### config.mk
export PLATFORM = sky130hd
export DESIGN_NAME = mc_cell
export DESIGN_NICKNAME = d
export VERILOG_FILES = /design/src/rtl/mc_pkg.sv /design/src/rtl/mc_data_path.sv /design/src/rtl/mc_ctrl_select.sv /design/src/rtl/mc_storage.sv /design/src/rtl/mc_cell.sv
export SDC_FILE = /design/constraint.sdc
export NUM_CORES = 1
export LEC_CHECK = 0
export BUFFER_PORTS_ARGS = -buffer_cell sky130_fd_sc_hd__buf_2
export CAP_MARGIN = 20
export CORE_MARGIN = 5
export CORE_UTILIZATION = 45
export DETAILED_ROUTE_END_ITERATION = 8
export GPL_ROUTABILITY_DRIVEN = 0
export PLACE_DENSITY = 0.85
export SYNTH_ARGS = -nofsm -noshare
export SYNTH_HDL_FRONTEND = slang
export SYNTH_SLANG_ARGS = --single-unit
### constraint.sdc
create_clock -name clk -period 2.9 [get_ports clk]
set_input_delay 0 -clock clk [delete_from_list [all_inputs] [get_ports clk]]
set_output_delay 0 -clock clk [all_outputs]
set_load 0.01 [all_outputs]
### src/rtl/mc_pkg.sv
// mc_pkg: shared types for the logic macrocell.
// Assumes one cell per instance; configuration layout is fixed here.
package mc_pkg;

    localparam int MC_NUM_GCLK   = 4;
    localparam int MC_CLK_SEL_W  = 3;

    typedef enum logic [1:0] {
        XOR_PASS  = 2'd0,
        XOR_INV   = 2'd1,
        XOR_PT    = 2'd2,
        XOR_PT_N  = 2'd3
    } xor_mode_e;

    typedef enum logic [1:0] {
        CE_ON   = 2'd0,
        CE_GLB  = 2'd1,
        CE_SHR  = 2'd2,
        CE_BOTH = 2'd3
    } ce_sel_e;

    typedef enum logic [1:0] {
        RS_NONE = 2'd0,
        RS_GLB  = 2'd1,
        RS_CELL = 2'd2,
        RS_SHR  = 2'd3
    } rst_sel_e;

    // Packed MSB first; the last field sits at bit 0.
    typedef struct packed {
        logic                    sum_bypass;
        logic                    io_reg;
        logic                    route_reg;
        logic                    pre_en;
        rst_sel_e                rst_sel;
        ce_sel_e                 ce_sel;
        logic [MC_CLK_SEL_W-1:0] clk_sel;
        logic                    latch_mode;
        logic                    data_sel;
        xor_mode_e               xor_mode;
    } mc_cfg_t;

    localparam int MC_CFG_W = $bits(mc_cfg_t);

endpackage

### src/rtl/mc_data_path.sv
// mc_data_path: source choice, polarity/XOR stage and storage data select.
// Assumes configuration fields are static after reset.
module mc_data_path
    import mc_pkg::*;
(
    input  logic      sum_bypass,
    input  xor_mode_e xor_mode,
    input  logic      data_sel,
    input  logic      pt_sum_i,
    input  logic      bypass_i,
    input  logic      pt_xor_i,
    input  logic      pad_i,
    output logic      comb_o,
    output logic      d_o
);

    logic src;

    // Pick the logic term and apply the configured XOR operation.
    always_comb begin
        src = sum_bypass ? bypass_i : pt_sum_i;
        unique case (xor_mode)
            XOR_PASS: comb_o = src;
            XOR_INV:  comb_o = ~src;
            XOR_PT:   comb_o = src ^ pt_xor_i;
            XOR_PT_N: comb_o = ~(src ^ pt_xor_i);
            default:  comb_o = src;
        endcase
    end

    // Choose the storage data input: pad or combinational result.
    always_comb d_o = data_sel ? pad_i : comb_o;

endmodule

### src/rtl/mc_ctrl_select.sv
// mc_ctrl_select: chooses cell clock, enable, reset and preset sources and
// detects rising edges of the chosen clock by sampling it on clk.
// Assumes the cell clock is slower than clk, so each of its levels is seen
// for at least one clk cycle.
module mc_ctrl_select
    import mc_pkg::*;
#(
    parameter int NUM_GCLK = MC_NUM_GCLK
) (
    input  logic                    clk,
    input  logic                    rst_n,
    input  logic [MC_CLK_SEL_W-1:0] clk_sel,
    input  ce_sel_e                 ce_sel,
    input  rst_sel_e                rst_sel,
    input  logic                    pre_en,
    input  logic [NUM_GCLK-1:0]     gclk_i,
    input  logic                    pt_clk_i,
    input  logic                    sh_clk_i,
    input  logic                    gce_i,
    input  logic                    sh_ce_i,
    input  logic                    grst_i,
    input  logic                    pt_rst_i,
    input  logic                    sh_rst_i,
    input  logic                    pt_pre_i,
    output logic                    sel_clk_o,
    output logic                    edge_o,
    output logic                    ce_o,
    output logic                    cell_rst_o,
    output logic                    cell_pre_o
);

    localparam int SRC_N = NUM_GCLK + 2;

    logic [SRC_N-1:0] clk_src;
    logic             clk_prev;

    assign clk_src = {sh_clk_i, pt_clk_i, gclk_i};

    // Clock source mux; codes past the last source give a constant low.
    always_comb begin
        sel_clk_o = 1'b0;
        for (int i = 0; i < SRC_N; i++) begin
            if (int'(clk_sel) == i) sel_clk_o = clk_src[i];
        end
    end

    // Remember the previous sample of the selected clock.
    always_ff @(posedge clk) begin
        if (!rst_n) clk_prev <= 1'b0;
        else        clk_prev <= sel_clk_o;
    end

    // Rising edge of the cell clock.
    always_comb edge_o = sel_clk_o & ~clk_prev;

    // Clock enable source select.
    always_comb begin
        unique case (ce_sel)
            CE_ON:   ce_o = 1'b1;
            CE_GLB:  ce_o = gce_i;
            CE_SHR:  ce_o = sh_ce_i;
            CE_BOTH: ce_o = gce_i & sh_ce_i;
            default: ce_o = 1'b1;
        endcase
    end

    // Reset source select.
    always_comb begin
        unique case (rst_sel)
            RS_NONE: cell_rst_o = 1'b0;
            RS_GLB:  cell_rst_o = grst_i;
            RS_CELL: cell_rst_o = pt_rst_i;
            RS_SHR:  cell_rst_o = sh_rst_i;
            default: cell_rst_o = 1'b0;
        endcase
    end

    // Preset gating.
    always_comb cell_pre_o = pre_en & pt_pre_i;

    // An edge is never reported on two consecutive samples.
    assert_edge_single_R3: assert property (@(posedge clk) disable iff (!rst_n)
        edge_o |=> !edge_o);

endmodule

### src/rtl/mc_storage.sv
// mc_storage: the cell's storage bit, working as a flip-flop or a latch.
// Priority: cell reset, then preset, then capture. Assumes all controls are
// already sampled-domain signals from mc_ctrl_select.
module mc_storage (
    input  logic clk,
    input  logic rst_n,
    input  logic latch_mode,
    input  logic sel_clk,
    input  logic clk_edge,
    input  logic ce,
    input  logic cell_rst,
    input  logic cell_pre,
    input  logic d,
    output logic q_o
);

    logic capture;

    // Capture condition: rising edge for a flip-flop, high level for a latch.
    always_comb capture = ce & (latch_mode ? sel_clk : clk_edge);

    // Update the stored bit with reset over preset over capture.
    always_ff @(posedge clk) begin
        if (!rst_n)        q_o <= 1'b0;
        else if (cell_rst) q_o <= 1'b0;
        else if (cell_pre) q_o <= 1'b1;
        else if (capture)  q_o <= d;
    end

    assert_reset_clears_R7: assert property (@(posedge clk) disable iff (!rst_n)
        cell_rst |=> (q_o == 1'b0));

    assert_preset_sets_R8: assert property (@(posedge clk) disable iff (!rst_n)
        (cell_pre && !cell_rst) |=> (q_o == 1'b1));

    assert_disabled_hold_R6: assert property (@(posedge clk) disable iff (!rst_n)
        (!ce && !cell_rst && !cell_pre) |=> $stable(q_o));

    assert_ff_no_edge_hold_R3: assert property (@(posedge clk) disable iff (!rst_n)
        (!latch_mode && !clk_edge && !cell_rst && !cell_pre) |=> $stable(q_o));

    assert_latch_follow_R4: assert property (@(posedge clk) disable iff (!rst_n)
        (latch_mode && sel_clk && ce && !cell_rst && !cell_pre) |=> (q_o == $past(d)));

endmodule

### src/rtl/mc_cell.sv
// mc_cell: configurable logic macrocell. Captures its static configuration
// while rst_n is low and drives two independent outputs, each carrying the
// stored or the combinational result.
module mc_cell
    import mc_pkg::*;
#(
    parameter int NUM_GCLK = MC_NUM_GCLK
) (
    input  logic                clk,
    input  logic                rst_n,
    input  logic [MC_CFG_W-1:0] cfg_i,
    input  logic                pt_sum_i,
    input  logic                bypass_i,
    input  logic                pt_xor_i,
    input  logic                pad_i,
    input  logic [NUM_GCLK-1:0] gclk_i,
    input  logic                pt_clk_i,
    input  logic                sh_clk_i,
    input  logic                gce_i,
    input  logic                sh_ce_i,
    input  logic                grst_i,
    input  logic                pt_rst_i,
    input  logic                sh_rst_i,
    input  logic                pt_pre_i,
    output logic                route_o,
    output logic                io_o
);

    mc_cfg_t cfg_q;
    logic    comb_val;
    logic    d_val;
    logic    sel_clk;
    logic    clk_edge;
    logic    ce;
    logic    cell_rst;
    logic    cell_pre;
    logic    q_val;

    // Capture configuration only while reset is held.
    always_ff @(posedge clk) begin
        if (!rst_n) cfg_q <= mc_cfg_t'(cfg_i);
    end

    mc_data_path u_data (
        .sum_bypass (cfg_q.sum_bypass),
        .xor_mode   (cfg_q.xor_mode),
        .data_sel   (cfg_q.data_sel),
        .pt_sum_i   (pt_sum_i),
        .bypass_i   (bypass_i),
        .pt_xor_i   (pt_xor_i),
        .pad_i      (pad_i),
        .comb_o     (comb_val),
        .d_o        (d_val)
    );

    mc_ctrl_select #(.NUM_GCLK(NUM_GCLK)) u_ctrl (
        .clk        (clk),
        .rst_n      (rst_n),
        .clk_sel    (cfg_q.clk_sel),
        .ce_sel     (cfg_q.ce_sel),
        .rst_sel    (cfg_q.rst_sel),
        .pre_en     (cfg_q.pre_en),
        .gclk_i     (gclk_i),
        .pt_clk_i   (pt_clk_i),
        .sh_clk_i   (sh_clk_i),
        .gce_i      (gce_i),
        .sh_ce_i    (sh_ce_i),
        .grst_i     (grst_i),
        .pt_rst_i   (pt_rst_i),
        .sh_rst_i   (sh_rst_i),
        .pt_pre_i   (pt_pre_i),
        .sel_clk_o  (sel_clk),
        .edge_o     (clk_edge),
        .ce_o       (ce),
        .cell_rst_o (cell_rst),
        .cell_pre_o (cell_pre)
    );

    mc_storage u_store (
        .clk        (clk),
        .rst_n      (rst_n),
        .latch_mode (cfg_q.latch_mode),
        .sel_clk    (sel_clk),
        .clk_edge   (clk_edge),
        .ce         (ce),
        .cell_rst   (cell_rst),
        .cell_pre   (cell_pre),
        .d          (d_val),
        .q_o        (q_val)
    );

    // Each output picks stored or combinational result on its own.
    always_comb begin
        route_o = cfg_q.route_reg ? q_val : comb_val;
        io_o    = cfg_q.io_reg    ? q_val : comb_val;
    end

    assert_cfg_frozen_R10: assert property (@(posedge clk) disable iff (!rst_n)
        rst_n |=> $stable(cfg_q));

endmodule

==> flow_summary.ini, run 1 <==
[die]
die_y_um = 49.6
rows = 14
initial_core_util_pct = 47.4
die_w_um = 49.6
io_pins = 35
coreArea_um2 = 1490
dieArea_um2 = 2460

[drt]
totalWireLength_um = 1460
drt-pass1-iter-count = 4
wl_per_cell_um = 13.0
viasPerCell = 4.79
final_antenna_net_count = 0
via_count = 536
drt_drc_violations_left = 0
drtIter0Drc = 8

[place]
hpwl_um = 983
pre_cts_slack_ns = 1.34
io_buffers = 34
placed_area_um2 = 896

[clocking]
cts_setup_buffers = 0
clk_pin_slew_ns = 0.09
cts_resized = 0
cts_tree = done
cts_hold_buf = 16
ctsHtreeMaxLevel = 1
cts_sinks = 17
cts_buffers = 3
clkLatencyLatePin_ns = 0.28
cts_buffer_depth = 2
clockRootBuffer = clkbuf_4

[yosys]
synthFlopType = edfxtp_1
yosys.cell_count.top_type = edfxtp_1
yosys.area.top_type = edfxtp_1
synth-seq-area-share_pct = 69.5
syn-cell-area_um2 = 706
netlist_instances = 42
yosys-top-cells-area = edfxtp_1 (64%), mux2_2 (6.4%), dfxtp_1 (5.7%), mux4_2 (3.2%), xnor3_1 (3.2%)
synth_warnings = 0
ys_types = 18
netlist_top_cells_count = edfxtp_1 (15), mux2_2 (4), a21oi_1 (3), inv_1 (3)
ys_ff_latch = 17
yosys.area.top_type_share_pct = 63.8
syn_avg_cell_area_um2 = 16.8
synth_edf_count = 15
syn-num-nets = 75
async_flop_share_pct = 0

[final_layout]
area_growth_pct = 53.4
layout-drive-gt1-share_pct = 46.9
nets = 130
fin_area_um2 = 1080
num_antenna_cells = 0

[critical_path]
start_kind = flip-flop
r2r-end = u_store.q_o$_SDFFE_PP0P_
critPathKind = flip-flop to output pin
worstPathRequired_ns = 2.90
worstReg2RegStart = cfg_q[4]$_DFFE_PN_
arrival_ns = 1.77
reg2reg_depth = 4
cp-end-kind = output pin
crit_fanout = 3
r2r_slack_ns = 1.33

[sta]
layout_setup_ws_ns = 1.13
timing.final.hold_violations = 0
relSlewSlack_pct = 61.6
setup_tns_ns = 0
hold_ws_ns = 0.162
setup_viol = 0
finClkSkew_ns = 0.000875
timing.final.crit_period_ns = 1.77
worst-slew-pin-transition_ns = 0.575
rsz0062_at_grt = false
slew_violations = 0
fmax_mhz = 564
period_share_pct = 61.1

[global_routing]
grt_pass1_vias = 572
use_met2_pct = 24.8
grt.busiest_layer = met2
grt.met3_usage_pct = 4.82
grt_pass1_wl_um = 2480
antenna_found_initial = 0
track_usage_pct = 13.2
met1_usage_pct = 12.7
globalRouteOverflowTotal = 0
grt_start_max_net_pins = 17

[hold_path]
hp-start = grst_i
holdPathStages = 5
hold_path.class = input pin to flip-flop
holdPathEnd = u_store.q_o$_SDFFE_PP0P_

[power]
p_leak_nw = 0.480
power_density_nw_per_um2 = 472
vdd_drop_max_mv = 0.408

[run]
cap_violations = 0

[outcome]
status = complete, no violations
-- where the power goes --
group,switching (mW),internal (mW)
logic,0.0331,0.0597
registers,0.00810,0.288
clock network,0.0693,0.0535
-- cells by family after synthesis --
| kind of cell | share of synthesized area (%) |
|---|---|
| DFF | 69.5 |
| and+or+nand+nor | 7.45 |
| muxes | 12.4 |
| AOI/OAI and AO/OA | 5.85 |
| buffers and inverters | 1.60 |
| xor gates and xnor gates | 3.19 |
-- layout make-up --
cell class,instances,area (um2)
Sequential cell,17,490
Fill cell,99,407
Timing Repair Buffer,50,330
Multi-Input combinational cell,22,204
Clock buffer,4,26.3
Tap cell,16,20.0
Inverter,3,11.3
-- stage by stage --
step           utilization [%]  std cells  total power [mW]
2_1_floorplan                -         42             0.343
3_3_place_gp              60.2         92             0.373
3_5_place_dp              60.2         92             0.377
4_1_cts                   72.7        112             0.511
5_1_grt                   72.7        112             0.539
6_report                  72.7        112             0.511
-- worst max-delay path by stage --
stage	from	to	slack (ns)	cells past startpoint
3_3_place_gp	cfg_q[4]$_DFFE_PN_	u_store.q_o$_SDFFE_PP0P_	1.38	4
2_1_floorplan	cfg_q[4]$_DFFE_PN_	u_store.q_o$_SDFFE_PP0P_	1.41	4
5_1_grt	cfg_q[14]$_DFFE_PN_	route_o	1.06	4
6_report	cfg_q[14]$_DFFE_PN_	route_o	1.13	4
4_1_cts	cfg_q[14]$_DFFE_PN_	route_o	1.12	4
3_5_place_dp	cfg_q[4]$_DFFE_PN_	u_store.q_o$_SDFFE_PP0P_	1.34	4
-- state kept, by name (all words and copies together) (netlist names) --
signal / flops
u_store.q_o: 1
u_ctrl.clk_prev: 1
cfg_q: 15
-- layout by cell type (no fill, tap or decap) --
cell            n
nor2_1          1
and3_1          1
buf_2          34
mux4_2          1
a211o_1         1
nand2_1         1
mux2_2          4
mux2i_1         2
and2_2          1
dlygate4sd3_1  16
and2b_2         1
clkbuf_4        3
inv_1           3
a221oi_1        1
nor3_2          1
a21oi_1         3
o221ai_1        1
xnor3_1         1
nand2b_1        2
edfxtp_1       15
clkbuf_1        1
dfxtp_1         2
-- critical path, cell delays in order (launching register included) --
cell and delay, ns:
edfxtp_1 0.34, mux2_2 0.34, xnor3_1 0.38, mux2_2 0.28, buf_2 0.14
-- per-layer routing --
metal | vias to the layer above | share of wire (%) | wire length [um]
li1 | 271 | - | -
met1 | 241 | 34 | 498
met2 | 22 | 55 | 808
met3 | 2 | 9.1 | 133
met4 | 0 | 1.2 | 17
met5 | - | 0 | 0
Note: power is estimated with default switching activity, not from simulation.
==> inputs of run 2 (changes only) <==
--- a/config.mk
+++ b/config.mk
@@ -5,13 +5,14 @@
 export SDC_FILE = /design/constraint.sdc
 export NUM_CORES = 1
 export LEC_CHECK = 0
+export ABC_AREA = 1
 export BUFFER_PORTS_ARGS = -buffer_cell sky130_fd_sc_hd__buf_2
 export CAP_MARGIN = 20
 export CORE_MARGIN = 5
 export CORE_UTILIZATION = 45
 export DETAILED_ROUTE_END_ITERATION = 8
 export GPL_ROUTABILITY_DRIVEN = 0
-export PLACE_DENSITY = 0.85
+export PLACE_DENSITY = 0.83
 export SYNTH_ARGS = -nofsm -noshare
 export SYNTH_HDL_FRONTEND = slang
 export SYNTH_SLANG_ARGS = --single-unit
==> constraint.sdc (replaced) <==
create_clock -name clk -period 1.7 [get_ports clk]
set_input_delay 0 -clock clk [delete_from_list [all_inputs] [get_ports clk]]
set_output_delay 0 -clock clk [all_outputs]
set_load 0.01 [all_outputs]
==> run 2 against run 1 <==
  * Cell area up 7.3%
  * Critical path depth up 2
  * Area after synthesis up 11%
  * Clock power up 74%
  * Sequential power up 72%
  * Register-to-register slack worse by 0.79 ns
  * Sequential share of layout area down 3.1 points
  * Final cell count up 34%
  * Worst setup slack worse by 0.80 ns
  * Flip-flop and latch count unchanged
  * Critical path type unchanged
  * Critical endpoint is now io_o
  * Largest power group unchanged
==> flow_summary.ini, run 2 <==
[outcome]
status = complete, no violations

[sta]
worst-slew-pin-transition_ns = 0.614
rsz0062_at_grt = false
relSlewSlack_pct = 59.0
setup_tns_ns = 0
hold_ws_ns = 0.0299
period_share_pct = 80.4
timing.final.hold_violations = 0
finClkSkew_ns = 0.00802
setup_viol = 0
fmax_mhz = 731
timing.final.crit_period_ns = 1.37
slew_violations = 0

[critical_path]
cp-end-kind = output pin
critPathKind = flip-flop to output pin
worst-path-buf-inv = 1
slowest_stage = edfxtp_1
cpLargestDelayFamily = flip-flops
start_kind = flip-flop
cp_slowest_stage_delay_ns = 0.42
arrival_ns = 1.37
crit_path_cell_trace = o21ai_1 > nand2_1 > nand2_1 > nor2_1 > a21oi_1 > buf_2
crit_fanout = 3
cpMostUsedCell = nand2_1
worstPathRequired_ns = 1.70
r2r_slack_ns = 0.54

[drt]
drt-pass1-iter-count = 6
drtIter0Drc = 13
viasPerCell = 4.65
drt_drc_violations_left = 0
via_count = 698
final_antenna_net_count = 0
totalWireLength_um = 1690
wl_per_cell_um = 11.3

[die]
die_w_um = 51.7
die_y_um = 51.7
rows = 15
dieArea_um2 = 2670
coreArea_um2 = 1690
io_pins = 35
initial_core_util_pct = 46.3

[global_routing]
grt_pass1_wl_um = 2930
antenna_found_initial = 0
grt_start_max_net_pins = 18
grt_pass1_vias = 774
globalRouteOverflowTotal = 0
track_usage_pct = 15.2

[final_layout]
layout_commonest_cell = buf_2
largest_reg_flops = 15
final_cell_mix = buf_2 (34), nand2_1 (19), dlygate4sd3_1 (16)
final-seq-area_um2 = 490
utilization_pct = 68.7
reg.largest.list = cfg_q: 15 flops, u_ctrl.clk_prev: 1 flops, u_store.q_o: 1 flops
num_antenna_cells = 0
n_fill_cell = 134
area_growth_pct = 48.5
nets = 167
regMostFlops = cfg_q
layout-drive-gt1-share_pct = 37.6
multi_input_area_um2 = 224

[power]
p_clk_share_pct = 24.0
p_leak_nw = 0.569
vdd_drop_max_mv = 0.558
swShare_pct = 25.0
power.net_switching_mw = 0.223
internal-power_mw = 0.668
power_density_nw_per_um2 = 767
pwr-share-seq_pct = 57.3
combPwrFrac_pct = 18.7

[yosys]
ys_types = 16
syn_avg_cell_area_um2 = 9.90
ys_ff_latch = 17
syn-num-nets = 112
yosys.area.top_type_share_pct = 57.6
synth_edf_count = 15
yosys.cell_count.top_type = nand2_1
yosys.area.top_type = edfxtp_1
synthFlopType = edfxtp_1
yosys-top-cells-area = edfxtp_1 (58%), nand2_1 (9.1%), inv_1 (5.3%), dfxtp_1 (5.1%), nor2_1 (3.8%)
synth-seq-area-share_pct = 62.7
syn-cell-area_um2 = 782
async_flop_share_pct = 0
netlist_top_cells_count = nand2_1 (19), edfxtp_1 (15), inv_1 (11)
netlist_instances = 79
synth_warnings = 0

[clocking]
clk_pin_slew_ns = 0.10
cts_sinks = 17
clkLatencyLatePin_ns = 0.29
cts_buffer_depth = 2
clockRootBuffer = clkbuf_4
cts_buffers = 3
cts_tree = done
ctsHtreeMaxLevel = 1
cts_resized = 0

[run]
cap_violations = 0

[place]
io_buffers = 34
hpwl_um = 1270

[hold_path]
hold_path.class = input pin to flip-flop
==> run 2: area by class of cell <==
cell class / count / share of cell area, %
well taps: 17 / 1.83
multi-input cells: 44 / 19.3
clock inverters: 1 / 0.431
inverters: 18 / 5.82
clock buffers: 3 / 1.94
flip-flops and latches: 17 / 42.2
repair buffers: 50 / 28.4
==> run 2: power groups by stage <==
stage                     logic, mW  registers (mW)  clock network [mW]
after floorplan              0.0817           0.514                   0
after global placement        0.132           0.516                   0
after detailed placement      0.139           0.520                   0
after CTS                     0.167           0.510               0.219
after global routing          0.191           0.514               0.241
final                         0.167           0.510               0.214
==> run 2: path summary, 6_finish.rpt <==
kind / startpoint / to / cells after the start
max: cfg_q[14]$_DFFE_PN_ / io_o / 6
min: pad_i / u_store.q_o$_SDFFE_PP0P_ / 5
max reg2reg: cfg_q[4]$_DFFE_PN_ / u_store.q_o$_SDFFE_PP0P_ / 8
min reg2reg: cfg_q[6]$_DFFE_PN_ / u_ctrl.clk_prev$_SDFF_PN0_ / 3
==> run 2: per-layer routing <==
layer  track usage (%)  up-vias  share of wire, %  wire length (um)
met1              14.8      311                36               612
met3              2.87        6               3.0                51
met5                 0        -                 0                 0
met2              29.2       20                58               972
li1                  -      361                 -                 -
met4              9.17        0               3.1                52
==> run 2: stage by stage <==
step / worst slack [ns] / area (um2) / power, mW / instances
floorplan: 0.626 / 782 / 0.596 / 79
global placement: 0.605 / 973 / 0.647 / 130
detailed placement: 0.543 / 973 / 0.658 / 130
CTS: 0.312 / 1160 / 0.896 / 150
global route: 0.154 / 1160 / 0.945 / 150
finish: 0.333 / 1160 / 0.891 / 150
==> run 2: cells by family (layout without fill, tap and decap cells) <==
group                  after synthesis  in the layout  synth area share (%)
AND/OR/NAND/NOR                     34             34                  17.9
buffers and inverters               18             72                  8.64
flip-flops                          17             17                  62.7
AO/OA/AOI/OAI                       10             10                  10.7
==> run 2: timing repair <==
item | in CTS | in global routing
endpoints found under the hold margin | 16 | 0
hold buffers | 16 | 0
buffers inserted | 0 | 0
==> run 2: worst register-to-register path, cell delays in order, from the launching register on <==
cell and delay, ns:
edfxtp_1 0.46, nand2_1 0.13, nand3_1 0.08, nand2_1 0.08, nand2_2 0.06, nand2_2 0.06
nand3_1 0.06, nor2_1 0.09, nor2_1 0.05
